--- src/rtl/adc_fifo_pkg.sv ---
package adc_fifo_pkg;

    localparam int SAMPLE_W = 12;
    localparam int CHAN_W   = 3;
    localparam int HALF_W   = 16;
    localparam int WORD_W   = 2 * HALF_W;

    typedef struct packed {
        logic                pad;
        logic [CHAN_W-1:0]   chan;
        logic [SAMPLE_W-1:0] value;
    } half_t;

    typedef logic [WORD_W-1:0] word_t;

    function automatic half_t make_half(input logic [SAMPLE_W-1:0] value,
                                        input logic [CHAN_W-1:0]   chan,
                                        input logic                tag_en);
        half_t h;
        h.pad   = 1'b0;
        h.chan  = tag_en ? chan : '0;
        h.value = value;
        return h;
    endfunction

endpackage

--- src/rtl/afifo_packer.sv ---
module afifo_packer
    import adc_fifo_pkg::*;
(
    input  logic                clk,
    input  logic                rst,
    input  logic                flush,
    input  logic                packed_mode,
    input  logic                tag_en,
    input  logic                smp_valid,
    input  logic [SAMPLE_W-1:0] smp_value,
    input  logic [CHAN_W-1:0]   smp_chan,
    input  logic                accept,
    output logic                push,
    output word_t               push_word
);
    half_t half_now;
    half_t pend_half_q;
    logic  pend_q;
    logic  take;

    assign half_now = make_half(smp_value, smp_chan, tag_en);
    assign take     = smp_valid && accept && !flush;

    always_comb begin
        push      = 1'b0;
        push_word = {{HALF_W{1'b0}}, half_now};
        if (take) begin
            if (!packed_mode) begin
                push = 1'b1;
            end else if (pend_q) begin
                push      = 1'b1;
                push_word = {half_now, pend_half_q};
            end
        end
    end

    always_ff @(posedge clk) begin
        if (rst || flush) begin
            pend_q      <= 1'b0;
            pend_half_q <= '0;
        end else if (take && packed_mode) begin
            pend_q <= !pend_q;
            if (!pend_q) pend_half_q <= half_now;
        end
    end


    packed_pair_chk: assert property (@(posedge clk) disable iff (rst)
        (packed_mode && push) |-> pend_q);

endmodule

--- src/rtl/afifo_store.sv ---
module afifo_store
    import adc_fifo_pkg::*;
#(
    parameter int DEPTH = 16,
    localparam int PTR_W = (DEPTH > 1) ? $clog2(DEPTH) : 1,
    localparam int CNT_W = $clog2(DEPTH + 1)
) (
    input  logic             clk,
    input  logic             rst,
    input  logic             flush,
    input  logic             wr,
    input  word_t            wr_word,
    input  logic             rd,
    output word_t            head,
    output logic [CNT_W-1:0] count
);
    word_t            mem [DEPTH];
    logic [PTR_W-1:0] wr_ptr, rd_ptr;
    logic             do_wr, do_rd;

    localparam logic [CNT_W-1:0] CAP  = CNT_W'(DEPTH);
    localparam logic [PTR_W-1:0] LAST = PTR_W'(DEPTH - 1);

    assign do_wr = wr && (count != CAP);
    assign do_rd = rd && (count != '0);
    assign head  = (count == '0) ? '0 : mem[rd_ptr];

    function automatic logic [PTR_W-1:0] bump(input logic [PTR_W-1:0] p);
        return (p == LAST) ? '0 : p + 1'b1;
    endfunction

    always_ff @(posedge clk) begin
        if (do_wr && !rst && !flush) mem[wr_ptr] <= wr_word;
    end

    always_ff @(posedge clk) begin
        if (rst || flush) begin
            wr_ptr <= '0;
            rd_ptr <= '0;
            count  <= '0;
        end else begin
            if (do_wr) wr_ptr <= bump(wr_ptr);
            if (do_rd) rd_ptr <= bump(rd_ptr);
            case ({do_wr, do_rd})
                2'b10:   count <= count + 1'b1;
                2'b01:   count <= count - 1'b1;
                default: count <= count;
            endcase
        end
    end


    count_bound_chk: assert property (@(posedge clk) disable iff (rst)
        count <= CAP);


    empty_read_chk: assert property (@(posedge clk) disable iff (rst)
        (rd && count == '0 && !wr && !flush) |=> (count == '0));

endmodule

--- src/rtl/adc_sample_fifo.sv ---
module adc_sample_fifo
    import adc_fifo_pkg::*;
#(
    parameter int DEPTH = 16,
    localparam int CNT_W = $clog2(DEPTH + 1)
) (
    input  logic                clk,
    input  logic                rst,
    input  logic                cfg_packed,
    input  logic                cfg_tag_en,
    input  logic [CNT_W-1:0]    cfg_level,
    input  logic                flush,
    input  logic                smp_valid,
    input  logic [SAMPLE_W-1:0] smp_value,
    input  logic [CHAN_W-1:0]   smp_chan,
    input  logic                rd_en,
    output logic [WORD_W-1:0]   rd_data,
    output logic                empty,
    output logic                full,
    output logic                dma_req,
    output logic                overflow
);
    localparam logic [CNT_W-1:0] CAP = CNT_W'(DEPTH);

    logic             push;
    word_t            push_word;
    word_t            head;
    logic [CNT_W-1:0] count;
    logic [CNT_W-1:0] eff_level;
    logic             store_full;
    logic             ovf_q;

    assign store_full = (count == CAP);

    afifo_packer u_packer (
        .clk        (clk),
        .rst        (rst),
        .flush      (flush),
        .packed_mode(cfg_packed),
        .tag_en     (cfg_tag_en),
        .smp_valid  (smp_valid),
        .smp_value  (smp_value),
        .smp_chan   (smp_chan),
        .accept     (!store_full),
        .push       (push),
        .push_word  (push_word)
    );

    afifo_store #(.DEPTH(DEPTH)) u_store (
        .clk    (clk),
        .rst    (rst),
        .flush  (flush),
        .wr     (push),
        .wr_word(push_word),
        .rd     (rd_en && !flush),
        .head   (head),
        .count  (count)
    );

    always_comb begin
        if (cfg_level == '0)     eff_level = CNT_W'(1);
        else if (cfg_level > CAP) eff_level = CAP;
        else                      eff_level = cfg_level;
    end

    always_ff @(posedge clk) begin
        if (rst || flush)                 ovf_q <= 1'b0;
        else if (smp_valid && store_full) ovf_q <= 1'b1;
    end

    assign rd_data  = head;
    assign empty    = (count == '0);
    assign full     = (count >= eff_level);
    assign dma_req  = full;
    assign overflow = ovf_q;


    not_full_and_empty_chk: assert property (@(posedge clk) disable iff (rst)
        !(full && empty));


    ovf_sticky_chk: assert property (@(posedge clk) disable iff (rst)
        (overflow && !flush) |=> overflow);


    flush_clear_chk: assert property (@(posedge clk) disable iff (rst)
        flush |=> (empty && !overflow));


    empty_data_chk: assert property (@(posedge clk) disable iff (rst)
        empty |-> (rd_data == '0));

endmodule

--- config.mk ---
export PLATFORM = sky130hd
export DESIGN_NAME = adc_sample_fifo
export DESIGN_NICKNAME = d
export VERILOG_FILES = /design/src/rtl/adc_fifo_pkg.sv /design/src/rtl/afifo_packer.sv /design/src/rtl/afifo_store.sv /design/src/rtl/adc_sample_fifo.sv
export SDC_FILE = /design/constraint.sdc
export NUM_CORES = 1
export LEC_CHECK = 0
export BUFFER_PORTS_ARGS = -buffer_cell sky130_fd_sc_hd__buf_2
export CELL_PAD_IN_SITES_DETAIL_PLACEMENT = 0
export CELL_PAD_IN_SITES_GLOBAL_PLACEMENT = 1
export CORE_ASPECT_RATIO = 0.5
export CORE_MARGIN = 8
export CORE_UTILIZATION = 34
export CTS_CLUSTER_SIZE = 16
export DETAILED_ROUTE_END_ITERATION = 8
export PLACE_DENSITY = 0.58
export SKIP_CTS_REPAIR_TIMING = 1
export SYNTH_ARGS = -nofsm -noshare
export SYNTH_HDL_FRONTEND = slang
export SYNTH_SLANG_ARGS = --single-unit
--- constraint.sdc ---
create_clock -name clk -period 3.1 [get_ports clk]
set_input_delay 0.62 -clock clk [delete_from_list [all_inputs] [get_ports clk]]
set_output_delay 0.62 -clock clk [all_outputs]
set_load 0.01 [all_outputs]
==> run summary <==
Status: complete, no violations
Largest net degree at the start of global routing: 37
RSZ-0062 raised after global routing: yes
Fin crit share: 0.986
Multiplexer share of the synthesized area: 0.155
Synth Area in XOR/XNOR: 0.00171
Vias in the first global route: 11200
PD cells: 571 nW/um2
Peak supply drop: 0.337 mV
Clock Tree Buf Depth: 3
Largest family of logic cells by synthesized area: multiplexers
Final HPWL DP: 32200 um
Core ar.: 59400 um2
DR vias: 10900
Final Util: 0.410
Crit. End Element: primary output
CTS buffer count: 48
Critical Path Max Stage Delay: 540 ps
Worst skew pair latency: 570 ps
CP Class: reg -> out
Max FO, Critical Path: 26
Initial Utilization: 0.345
FF-to-FF path depth: 10
Seq/Total Area, Yosys: 0.736
Area delta synth->final: 18.8%
Reg clk slew, reported paths: 60 ps
Drt via density: 5.31
Total clock sinks: 514
Setup crit start kind: register
Post-Syn Instances: 1048
Critical path's slowest cell: mux4_2
Synthesized cell area: 20500 um2
Final ANT Viol Nets: 0
Die Wd: 363 um
DRC: 0
Pre-Repair DR Iteration Count: 5
Gpl congestion: 0.764
Final setup violation count: 0
Routed WL: 54100 um
Synth Area in Adders: 0.00793
Ports: 63
Synthesized area per cell: 19.6 um2
Unique masters post-synth: 50
GRT Residual Overflow: 0
Ys flop type: edfxtp_1
Per-cell routed wire length: 26.4 um
Hold WS: 316 ps
CP Cell Sequence: buf_4 > buf_12 > mux4_2 > mux2i_1 > o211ai_1 > buf_2
Lkg Pwr: 7.90 nW
Die Y: 190 um
CP required: 2480 ps
Simple-Gate Fraction of Synth Area: 0.0316
Rel. slew slack: 0.280
FMAX: 0.327 GHz
Synthesized flop and latch total: 514
First-pass GRT wire length: 77700 um
Post-synthesis compound-gate area fraction: 0.0490
Hold WC Path Type: in -> reg
Hold depth: 3
Ys Warns: 0
Layout cells sized above 1: 0.331
I/O Buffers: 60
# Max-Cap Violations: 0
Root Driver: clkbuf_16
Post-synth EDFFs: 480
Final hold viol count: 0
H-tree depth: 2
Slew Viols, Final: 0
Nets: 1234
Row count: 63
Initial antenna violation count: 4
DRT iter0 DRCs: 1048
Slew @ Worst Pin: 1070 ps
Layout Skew: 18.4 ps
CTS tree: done
Worst path arrival time: 2440 ps
Die area: 68900 um2
Total track usage: 0.152
Tmin final: 3060 ps
Ys async rst share: 0
## synth_stat cells, types with 3 or more instances
master / instances / area, um2
ha_1: 13 / 163
nor2b_1: 5 / 31.3
and2_1: 29 / 181
a21oi_1: 9 / 45.0
nor2_1: 17 / 63.8
mux2_2: 12 / 135
buf_4: 6 / 45.0
inv_1: 8 / 30.0
nand2_1: 34 / 128
o21ai_0: 23 / 115
edfxtp_1: 480 / 14400
nand4_1: 4 / 25.0
clkbuf_1: 38 / 143
o211ai_1: 91 / 683
mux4_2: 120 / 2700
mux2i_1: 35 / 350
nor4_1: 3 / 18.8
xor2_1: 3 / 26.3
buf_6: 3 / 33.8
nor3_1: 4 / 20.0
dfxtp_1: 34 / 681
nand2b_1: 5 / 31.3
buf_2: 24 / 120
nand3_1: 17 / 85.1
## placed cells by master, fill, tap and decap left out, types with 7 or more instances in the layout
cell type	instances
clkinv_2	9
nor2_1	15
nand2_1	34
ha_1	13
o211ai_1	91
buf_2	60
edfxtp_1	480
clkinv_1	9
o21ai_0	22
a21oi_1	9
and2_2	16
buf_4	77
buf_12	23
inv_1	8
and2_1	13
mux2i_1	31
clkbuf_1	7
mux2_2	12
nand3_1	17
dfxtp_1	29
mux4_2	120
bufinv_16	8
clkbuf_16	50
## cell families after synthesis
logic type	Yosys count
compound gates	142
fa+ha+maj	13
flops	514
simple gates	126
xor+xnor	4
other cells	1
mux	167
buf+inv	81
## metal layers
metal | wire (um) | share of wire | vias to the layer above | global-route usage
met4 | 974 | 0.018 | 2 | 0.0357
met3 | 2900 | 0.054 | 76 | 0.0228
met5 | 13 | 0.00024 | - | 0
met1 | 23400 | 0.43 | 5804 | 0.208
li1 | - | - | 4625 | -
met2 | 26800 | 0.49 | 353 | 0.258
## critical path, delay by kind of cell, from the launching register on
| kind | cells | cell delay (ps) |
|---|---|---|
| mux | 2 | 680 |
| flops | 1 | 430 |
| buf+inv | 3 | 550 |
| compound gates | 1 | 200 |
## sequential cells by signal, indices dropped and copies added, names as in the netlist, named ones only
register	flops
u_store.count	5
overflow	1
u_store.wr_ptr	4
u_store.mem	480
u_packer.pend_q	1
u_packer.pend_half_q	15
u_store.rd_ptr	4
## report_power, final
| group | switching (mW) | leakage, nW | total, mW | internal (mW) |
|---|---|---|---|---|
| Clock | 2.58 | 0.789 | 6.15 | 3.57 |
| Combinational | 0.166 | 2.24 | 0.235 | 0.0689 |
| Sequential | 0.00333 | 4.88 | 7.53 | 7.52 |
| Total | 2.75 | 7.90 | 13.9 | 11.2 |
## final timing paths
path	from	endpoint	slack [ps]
setup / recovery	register	rd_data[0]	40
hold / removal	smp_valid	overflow	320
setup reg to reg	u_store.count[2]	u_store.count[4]	440
hold reg to reg	u_packer.pend_half_q[7]	u_packer.pend_half_q[7]	460
## metrics by stage
step	power [mW]	area [um2]	TNS, ps	cells	setup slack (ps)
2_1_floorplan	7.80	20500	0	1049	135
3_3_place_gp	7.90	22500	0	1934	203
3_5_place_dp	7.91	22500	0	1934	371
4_1_cts	14.1	24100	-2600	2022	-182
5_1_grt	14.3	24400	-166	2045	-49.5
6_report	13.9	24400	0	2045	44.7
## layout make-up
cell class / instances / area [um2]
timing repair buffer: 168 / 1450
antenna: 1 / 2.50
sequential: 514 / 15100
multi-input combinational: 454 / 5130
inverter: 8 / 30.0
clock inverter: 32 / 378
fill: 5272 / 35100
tap: 812 / 1020
clock buffer: 56 / 1250
Power figures use the tool's default switching activity.
